<file path="config.mk">
export PLATFORM = sky130hd
export DESIGN_NAME = vidgen_top
export DESIGN_NICKNAME = d
export VERILOG_FILES = /design/src/rtl/vg_pkg.sv /design/src/rtl/vg_timing.sv /design/src/rtl/vg_params.sv /design/src/rtl/vg_compose.sv /design/src/rtl/vidgen_top.sv
export SDC_FILE = /design/constraint.sdc
export NUM_CORES = 1
export LEC_CHECK = 0
export ABC_AREA = 1
export BUFFER_PORTS_ARGS = -buffer_cell sky130_fd_sc_hd__clkbuf_2
export CAP_MARGIN = 20
export CORE_MARGIN = 2
export CORE_UTILIZATION = 45
export DETAILED_ROUTE_END_ITERATION = 6
export GPL_ROUTABILITY_DRIVEN = 0
export GPL_TIMING_DRIVEN = 1
export SLEW_MARGIN = 15
export SYNTH_ARGS = -nofsm -noshare
export SYNTH_HDL_FRONTEND = slang
export SYNTH_SLANG_ARGS = --single-unit
</file>
<file path="constraint.sdc">
create_clock -name clk -period 5.3 [get_ports clk]
set_clock_uncertainty 0.15 [all_clocks]
set_input_delay 1.06 -clock clk [delete_from_list [all_inputs] [get_ports clk]]
set_output_delay 1.06 -clock clk [all_outputs]
set_load 0.1 [all_outputs]
</file>
<file path="src/rtl/vg_pkg.sv">
// Package: shared constants, register address codes and the settings record
// for the moving-target video generator. Assumes coordinates fit in VG_CW bits.
package vg_pkg;

    localparam int unsigned VG_CW = 12;   // coordinate / register data width
    localparam int unsigned VG_GW = 8;    // gray level width
    localparam int unsigned VG_AW = 3;    // register address width

    typedef enum logic [VG_AW-1:0] {
        REG_TGT_GRAY = 3'd0,
        REG_BG_GRAY  = 3'd1,
        REG_SIZE     = 3'd2,
        REG_SPEED    = 3'd3,
        REG_YPOS     = 3'd4,
        REG_LIMIT    = 3'd5,
        REG_SRC      = 3'd6
    } vg_reg_e;

    typedef struct packed {
        logic [VG_GW-1:0] tgt_gray;
        logic [VG_GW-1:0] bg_gray;
        logic [VG_CW-1:0] size;
        logic [VG_CW-1:0] speed;
        logic [VG_CW-1:0] ypos;
        logic [VG_CW-1:0] limit;
        logic             stream_bg;
    } vg_cfg_t;

endpackage

</file>
<file path="src/rtl/vg_timing.sv">
// Module: frame and line timing counters.
// Produces frame-high, line-high, the column and row of the current cycle and
// a one-cycle frame_start pulse in the last frame-low cycle. Assumes
// FRAME_LO >= 1, LINE_HI < 2**VG_CW and fewer than 2**VG_CW lines per frame.
module vg_timing
    import vg_pkg::*;
#(
    parameter int unsigned FRAME_HI = 1650000,
    parameter int unsigned FRAME_LO = 60000,
    parameter int unsigned LINE_HI  = 1750,
    parameter int unsigned LINE_LO  = 420
) (
    input  logic             clk,
    input  logic             rst_n,
    output logic             frame_hi,
    output logic             frame_start,
    output logic             line_hi,
    output logic [VG_CW-1:0] col,
    output logic [VG_CW-1:0] row
);

    localparam int unsigned FRAME_P = FRAME_HI + FRAME_LO;
    localparam int unsigned LINE_P  = LINE_HI + LINE_LO;
    localparam int unsigned FCW     = $clog2(FRAME_P);
    localparam int unsigned LCW     = $clog2(LINE_P);

    logic [FCW-1:0]   fcnt;
    logic [LCW-1:0]   lcnt;
    logic [VG_CW-1:0] row_q;
    logic             line_wrap;

    // Frame position: low phase first, then high phase, wrapping.
    always_ff @(posedge clk) begin
        if (!rst_n) begin
            fcnt <= '0;
        end else if (fcnt == FCW'(FRAME_P - 1)) begin
            fcnt <= '0;
        end else begin
            fcnt <= fcnt + FCW'(1);
        end
    end

    // Phase decode of the frame position.
    always_comb begin
        frame_hi    = (fcnt >= FCW'(FRAME_LO));
        frame_start = (fcnt == FCW'(FRAME_LO - 1));
        line_wrap   = (lcnt == LCW'(LINE_P - 1));
    end

    // Position within the line; held at zero outside the frame-high phase.
    always_ff @(posedge clk) begin
        if (!rst_n || !frame_hi) begin
            lcnt <= '0;
        end else if (line_wrap) begin
            lcnt <= '0;
        end else begin
            lcnt <= lcnt + LCW'(1);
        end
    end

    // Line index within the frame, counted only during frame high.
    always_ff @(posedge clk) begin
        if (!rst_n || !frame_hi) begin
            row_q <= '0;
        end else if (line_wrap) begin
            row_q <= row_q + VG_CW'(1);
        end
    end

    // Line sync decode and coordinate outputs.
    always_comb begin
        line_hi = frame_hi && (lcnt < LCW'(LINE_HI));
        col     = VG_CW'(lcnt);
        row     = row_q;
    end

endmodule

</file>
<file path="src/rtl/vg_params.sv">
// Module: register shadowing and target motion.
// Writes land in a shadow copy; the live copy and the target column update
// together on frame_start so one frame always sees one consistent setting.
// Assumes frame_start is a single-cycle pulse once per frame.
module vg_params
    import vg_pkg::*;
#(
    parameter int unsigned LINE_HI = 1750
) (
    input  logic             clk,
    input  logic             rst_n,
    input  logic             cfg_we,
    input  logic [VG_AW-1:0] cfg_addr,
    input  logic [VG_CW-1:0] cfg_wdata,
    input  logic             frame_start,
    output vg_cfg_t          live,
    output logic [VG_CW-1:0] tgt_x
);

    localparam int unsigned EW = VG_CW + 2;
    localparam vg_cfg_t CFG_RST = '{
        tgt_gray:  VG_GW'(255),
        bg_gray:   VG_GW'(0),
        size:      VG_CW'(16),
        speed:     VG_CW'(1),
        ypos:      VG_CW'(0),
        limit:     VG_CW'(LINE_HI),
        stream_bg: 1'b0
    };

    vg_cfg_t          shadow_q;
    vg_cfg_t          live_q;
    logic [VG_CW-1:0] x_q;
    logic             fwd_q;
    logic [VG_CW-1:0] x_nxt;
    logic             fwd_nxt;
    logic [EW-1:0]    step_x;
    logic [EW-1:0]    step_end;
    logic [VG_CW-1:0] room;

    // Shadow register writes by address.
    always_ff @(posedge clk) begin
        if (!rst_n) begin
            shadow_q <= CFG_RST;
        end else if (cfg_we) begin
            case (vg_reg_e'(cfg_addr))
                REG_TGT_GRAY: shadow_q.tgt_gray  <= cfg_wdata[VG_GW-1:0];
                REG_BG_GRAY:  shadow_q.bg_gray   <= cfg_wdata[VG_GW-1:0];
                REG_SIZE:     shadow_q.size      <= cfg_wdata;
                REG_SPEED:    shadow_q.speed     <= cfg_wdata;
                REG_YPOS:     shadow_q.ypos      <= cfg_wdata;
                REG_LIMIT:    shadow_q.limit     <= cfg_wdata;
                REG_SRC:      shadow_q.stream_bg <= cfg_wdata[0];
                default:      ;
            endcase
        end
    end

    // Live copy follows the shadow only at the frame boundary.
    always_ff @(posedge clk) begin
        if (!rst_n) begin
            live_q <= CFG_RST;
        end else if (frame_start) begin
            live_q <= shadow_q;
        end
    end

    // Next column and direction with edge clamping, using the incoming settings.
    always_comb begin
        step_x   = EW'(x_q) + EW'(shadow_q.speed);
        step_end = step_x + EW'(shadow_q.size);
        room     = (shadow_q.size > shadow_q.limit) ? '0 : (shadow_q.limit - shadow_q.size);
        x_nxt    = x_q;
        fwd_nxt  = fwd_q;
        if (fwd_q) begin
            if (step_end > EW'(shadow_q.limit)) begin
                x_nxt   = room;
                fwd_nxt = 1'b0;
            end else begin
                x_nxt = step_x[VG_CW-1:0];
            end
        end else begin
            if (x_q < shadow_q.speed) begin
                x_nxt   = '0;
                fwd_nxt = 1'b1;
            end else begin
                x_nxt = x_q - shadow_q.speed;
            end
        end
    end

    // Target column register, advanced once per frame.
    always_ff @(posedge clk) begin
        if (!rst_n) begin
            x_q   <= '0;
            fwd_q <= 1'b1;
        end else if (frame_start) begin
            x_q   <= x_nxt;
            fwd_q <= fwd_nxt;
        end
    end

    assign live  = live_q;
    assign tgt_x = x_q;

endmodule

</file>
<file path="src/rtl/vg_compose.sv">
// Module: per-pixel compositing and output registers.
// Stage 1 registers the decoded position (target hit, active, syncs) while a
// streamed background pixel is requested; stage 2 merges the pixel that
// arrived and drives the outputs. Assumes the stream answers one cycle late.
module vg_compose
    import vg_pkg::*;
(
    input  logic             clk,
    input  logic             rst_n,
    input  logic             frame_hi,
    input  logic             line_hi,
    input  logic [VG_CW-1:0] col,
    input  logic [VG_CW-1:0] row,
    input  vg_cfg_t          live,
    input  logic [VG_CW-1:0] tgt_x,
    input  logic             bg_valid,
    input  logic [VG_GW-1:0] bg_pix,
    output logic             bg_req,
    output logic             vid_fsync,
    output logic             vid_lsync,
    output logic             vid_valid,
    output logic [VG_GW-1:0] vid_pix,
    output logic             underflow
);

    localparam int unsigned EW = VG_CW + 1;

    logic             act;
    logic             in_tgt;
    logic [EW-1:0]    x_end;
    logic [EW-1:0]    y_end;
    logic             s1_fs;
    logic             s1_ls;
    logic             s1_act;
    logic             s1_tgt;
    logic             s1_strm;
    logic [VG_GW-1:0] s1_tg;
    logic [VG_GW-1:0] s1_bg;
    logic             need_stream;

    // Window decode of the current position against the target square.
    always_comb begin
        x_end  = EW'(tgt_x) + EW'(live.size);
        y_end  = EW'(live.ypos) + EW'(live.size);
        act    = line_hi && (col < live.limit);
        in_tgt = (col >= tgt_x) && (EW'(col) < x_end) &&
                 (row >= live.ypos) && (EW'(row) < y_end);
        bg_req = act && live.stream_bg;
    end

    // Stage 1: capture position decode and the frame's gray levels.
    always_ff @(posedge clk) begin
        if (!rst_n) begin
            s1_fs   <= 1'b0;
            s1_ls   <= 1'b0;
            s1_act  <= 1'b0;
            s1_tgt  <= 1'b0;
            s1_strm <= 1'b0;
            s1_tg   <= '0;
            s1_bg   <= '0;
        end else begin
            s1_fs   <= frame_hi;
            s1_ls   <= line_hi;
            s1_act  <= act;
            s1_tgt  <= in_tgt;
            s1_strm <= live.stream_bg;
            s1_tg   <= live.tgt_gray;
            s1_bg   <= live.bg_gray;
        end
    end

    // A requested stream pixel is being sampled this cycle.
    assign need_stream = s1_act && s1_strm;

    // Stage 2: select target, streamed or programmed gray and register outputs.
    always_ff @(posedge clk) begin
        if (!rst_n) begin
            vid_fsync <= 1'b0;
            vid_lsync <= 1'b0;
            vid_valid <= 1'b0;
            vid_pix   <= '0;
        end else begin
            vid_fsync <= s1_fs;
            vid_lsync <= s1_ls;
            vid_valid <= s1_act;
            if (s1_act && s1_tgt) begin
                vid_pix <= s1_tg;
            end else if (need_stream && bg_valid) begin
                vid_pix <= bg_pix;
            end else begin
                vid_pix <= s1_bg;
            end
        end
    end

    // Sticky late-stream flag.
    always_ff @(posedge clk) begin
        if (!rst_n) begin
            underflow <= 1'b0;
        end else if (need_stream && !bg_valid) begin
            underflow <= 1'b1;
        end
    end

endmodule

</file>
<file path="src/rtl/vidgen_top.sv">
// Module: moving-target test video generator top.
// Wires timing, register/motion and compositing stages. All outputs are
// registered; bg_req is decoded from counter state two cycles ahead of the
// pixel it serves. Assumes a single clock domain and a synchronous reset.
module vidgen_top
    import vg_pkg::*;
#(
    parameter int unsigned FRAME_HI = 1650000,
    parameter int unsigned FRAME_LO = 60000,
    parameter int unsigned LINE_HI  = 1750,
    parameter int unsigned LINE_LO  = 420
) (
    input  logic             clk,
    input  logic             rst_n,
    input  logic             cfg_we,
    input  logic [VG_AW-1:0] cfg_addr,
    input  logic [VG_CW-1:0] cfg_wdata,
    output logic             bg_req,
    input  logic             bg_valid,
    input  logic [VG_GW-1:0] bg_pix,
    output logic             vid_fsync,
    output logic             vid_lsync,
    output logic             vid_valid,
    output logic [VG_GW-1:0] vid_pix,
    output logic             underflow
);

    logic             frame_hi;
    logic             frame_start;
    logic             line_hi;
    logic [VG_CW-1:0] col;
    logic [VG_CW-1:0] row;
    vg_cfg_t          live;
    logic [VG_CW-1:0] tgt_x;

    vg_timing #(
        .FRAME_HI (FRAME_HI),
        .FRAME_LO (FRAME_LO),
        .LINE_HI  (LINE_HI),
        .LINE_LO  (LINE_LO)
    ) i_timing (
        .clk         (clk),
        .rst_n       (rst_n),
        .frame_hi    (frame_hi),
        .frame_start (frame_start),
        .line_hi     (line_hi),
        .col         (col),
        .row         (row)
    );

    vg_params #(
        .LINE_HI (LINE_HI)
    ) i_params (
        .clk         (clk),
        .rst_n       (rst_n),
        .cfg_we      (cfg_we),
        .cfg_addr    (cfg_addr),
        .cfg_wdata   (cfg_wdata),
        .frame_start (frame_start),
        .live        (live),
        .tgt_x       (tgt_x)
    );

    vg_compose i_compose (
        .clk       (clk),
        .rst_n     (rst_n),
        .frame_hi  (frame_hi),
        .line_hi   (line_hi),
        .col       (col),
        .row       (row),
        .live      (live),
        .tgt_x     (tgt_x),
        .bg_valid  (bg_valid),
        .bg_pix    (bg_pix),
        .bg_req    (bg_req),
        .vid_fsync (vid_fsync),
        .vid_lsync (vid_lsync),
        .vid_valid (vid_valid),
        .vid_pix   (vid_pix),
        .underflow (underflow)
    );

endmodule

</file>
==> flow_summary_export.csv <==
group,metric,value,unit
pwr,intPower,2.68,mW
synthesis,yosysWarnings,0,
place,portBuffers,39,
sta,max_freq,207,MHz
layout,drive_gt1_share,6.85,%
grt,grt_pass1_wl,60700,um
synthesis,yosysSeqAreaShare,31.2,%
grt,grt_usage,24.5,%
layout,layout_common_cells,"nand2_1, inv_1, nor2_1, dfxtp_1, a21oi_1",
critical_path,startpoint_type,"flop",
grt,grt_util_met1,34.6,%
floorplanning,die_area,31200,um^2
cts,max-clock-path-buffers,3,
grt,grt_max_degree,71,
sta,hold_viol_final,0,
synthesis,synthDistinctLibCells,48,
sta,period_needed,4820,ps
sta,final_max_slew_viol_count,0,
drt,drtIter0Drc,862,
cts,cts_tree,"yes",
sta,maxSlewHeadroom,32.8,%
layout,final_common_cell,"nand2_1",
synthesis,syn_inst,1915,
critical_path,crit_slowest_cell,"dfxtp_1",
drt,viasPerCell,5.29,
grt,top_usage_layer,"met2",
synthesis,ys.flop_type,"dfxtp_1",
cts,clk_pin_slew,60,ps
cts,cts_buffers,25,
layout,fillers,3009,
floorplanning,die-width,177,um
synthesis,synth_edf_count,0,
grt,grt_use_met2,38.7,%
cts,cts_resized,0,
grt,antenna_found_initial,0,
cts,cts_root_buf,"clkbuf_16",
drt,drt_drc_violations_left,0,
sta,finalCritPeriodShare,91.0,%
outcome,outcome,"complete, no violations",
flow_run,maxCapViolCount,0,
synthesis,ys_ff_latch,209,
drt,ant_nets,0,
layout,postLayoutCellArea,14700,um^2
synthesis,synth_async_sr_flop_share,0,%
synthesis,syn_nets,2095,
cts,cts_post_setup_buffers_inserted,0,
critical_path,cpMostUsedCell,"nand2_1",
synthesis,syn_avg_cell_area,7.01,um^2
floorplanning,core_area,29500,um^2
critical_path,crit_type,"flop to flop",
floorplanning,dieHeight,177,um
pwr,clockPowerShare,47.2,%
floorplanning,start_util,45.5,%
place,placed_area,13900,um^2
cts,h-tree-depth,1,
pwr,combPwrFrac,7.5,%
drt,vias,12400,
floorplanning,rows,63,
place,post-dp-hpwl,29500,um
cts,cts_sinks,209,
pwr,irDropWorstVdd,257,uV
pwr,cellPowerDensity,242,nW/um^2
critical_path,regToRegSetupSlack,480,ps
sta,setup_tns,0,ps
drt,post_drt_wl_per_cell,16.2,um
critical_path,cp_slowest_stage_delay,400,ps
critical_path,cp.required,5510,ps
drt,routed_wl,37900,um
layout,area_growth,9.55,%
floorplanning,ios,40,
critical_path,cp-end-kind,"flop",
grt,grt_overflow_total,0,
pwr,netSwitchingFraction,24.8,%
sta,rsz0062_at_grt,"false",
pwr,pwr-share-seq,45.2,%
pwr,p_sw,0.882,mW
sta,worstMarginPinSlew,1010,ps
layout,antenna_cells,0,
layout,nNetsFinal,2117,
cts,clk_latency,540,ps
drt,dr.pass1.iters,7,
cts,postCtsHoldBufs,0,
sta,finalSetupViolations,0,
grt,use_met3,2.88,%
critical_path,critPathArrivalTime,5040,ps
critical_path,cp_max_fo,13,
grt,grt_pass1_vias,11500,
hold_path,hold_path.class,"flop to flop",
synthesis,synth_area,13400,um^2
pwr,leakagePower,7.00,nW
## cell type report
| type | count | area, um^2 | area share [%] |
|---|---|---|---|
| Timing Repair Buffer | 44 | 233 | 1.58 |
| Sequential cell | 209 | 4180 | 28.5 |
| Multi-Input combinational cell | 1375 | 7930 | 54.0 |
| Clock buffer | 35 | 683 | 4.65 |
| Tap cell | 390 | 488 | 3.32 |
| Inverter | 282 | 1060 | 7.20 |
| Clock inverter | 10 | 121 | 0.826 |
## kinds of logic (layout without fill, tap and decap cells)
kind of cell / count (synthesis) / after routing / share of synthesized area, %
adder cells (fa/ha/maj): 153 / 153 / 14.6
XOR/XNOR: 51 / 51 / 3.33
multiplexers: 8 / 8 / 0.671
AO/OA/AOI/OAI: 358 / 358 / 14.5
buffers and inverters: 331 / 371 / 9.72
AND/OR/NAND/NOR: 805 / 805 / 26.0
flip-flops: 209 / 209 / 31.2
## power groups by stage
| stage | combinational, mW | clock, mW | sequential [mW] |
|---|---|---|---|
| floorplan | 0.182 | 0 | 1.64 |
| global placement | 0.265 | 0 | 1.64 |
| detailed placement | 0.264 | 0 | 1.64 |
| CTS | 0.265 | 1.72 | 1.61 |
| global route | 0.300 | 1.78 | 1.61 |
| finish | 0.268 | 1.68 | 1.61 |
## registers in the layout, summed over array words and instances, names as in the netlist, 8 cells and up
name               flops
i_timing.fcnt         21
i_compose.s1_tg        8
i_params.live         53
i_compose.vid_pix      8
i_timing.row          12
i_params.shadow_q     65
i_compose.s1_bg        8
i_timing.col          12
i_params.tgt_x        12
## per-stage QoR
| step | setup WS (ps) | cells | hold WS [ps] | total power, mW | util, % |
|---|---|---|---|---|---|
| 2_1_floorplan | 716 | 1915 | 240 | 1.82 | - |
| 3_3_place_gp | 640 | 2300 | 255 | 1.91 | 47.1 |
| 3_5_place_dp | 537 | 2300 | 256 | 1.91 | 47.1 |
| 4_1_cts | 507 | 2345 | 269 | 3.59 | 49.9 |
| 5_1_grt | 16.3 | 2345 | 291 | 3.69 | 49.9 |
| 6_report | 477 | 2345 | 265 | 3.56 | 49.9 |
## worst paths after layout
| path | from | to | cells past startpoint |
|---|---|---|---|
| max reg2reg | i_params.tgt_x[0] | i_params.tgt_x[6] | 33 |
| min | i_compose.s1_ls | i_compose.vid_lsync | 2 |
| min reg2reg | i_compose.s1_ls | i_compose.vid_lsync | 2 |
| max | i_params.tgt_x[0] | i_params.tgt_x[6] | 33 |
## critical path, delay by kind of cell, from the launching register on
family / cells / cell delay (ps)
simple gates: 20 / 1790
fa+ha+maj: 4 / 1250
xor+xnor: 2 / 410
flops: 1 / 400
compound gates: 3 / 380
buf+inv: 4 / 260
## layer usage
| layer | routed length (um) | share of wire (%) |
|---|---|---|
| met1 | 18000 | 47 |
| met2 | 16400 | 43 |
| met3 | 2100 | 5.5 |
| met4 | 1450 | 3.8 |
| met5 | 0 | 0 |
## cell usage after synthesis (5+ instances only)
master | count | area, um^2
xnor2_1 | 13 | 114
nand2_1 | 348 | 1310
fa_1 | 6 | 120
ha_1 | 147 | 1840
a21o_1 | 9 | 67.6
xor2_1 | 38 | 333
a21oi_1 | 170 | 851
o21ai_0 | 127 | 636
nor3b_1 | 5 | 37.5
inv_2 | 8 | 30.0
nor3_2 | 6 | 60.1
a31oi_1 | 8 | 50.1
or2_2 | 8 | 50.1
o211ai_1 | 11 | 82.6
nor4_1 | 8 | 50.1
nor3_1 | 37 | 185
dfxtp_1 | 209 | 4180
nand3_2 | 5 | 50.1
nand4_1 | 27 | 169
a211oi_1 | 15 | 113
clkbuf_1 | 28 | 105
o21bai_1 | 6 | 45.0
buf_4 | 5 | 37.5
nand2_2 | 6 | 37.5
nor2_1 | 233 | 875
buf_2 | 10 | 50.1
nand3_1 | 104 | 521
mux2_2 | 8 | 90.1
inv_1 | 273 | 1020
No activity file was read; power rests on OpenSTA's default activity.
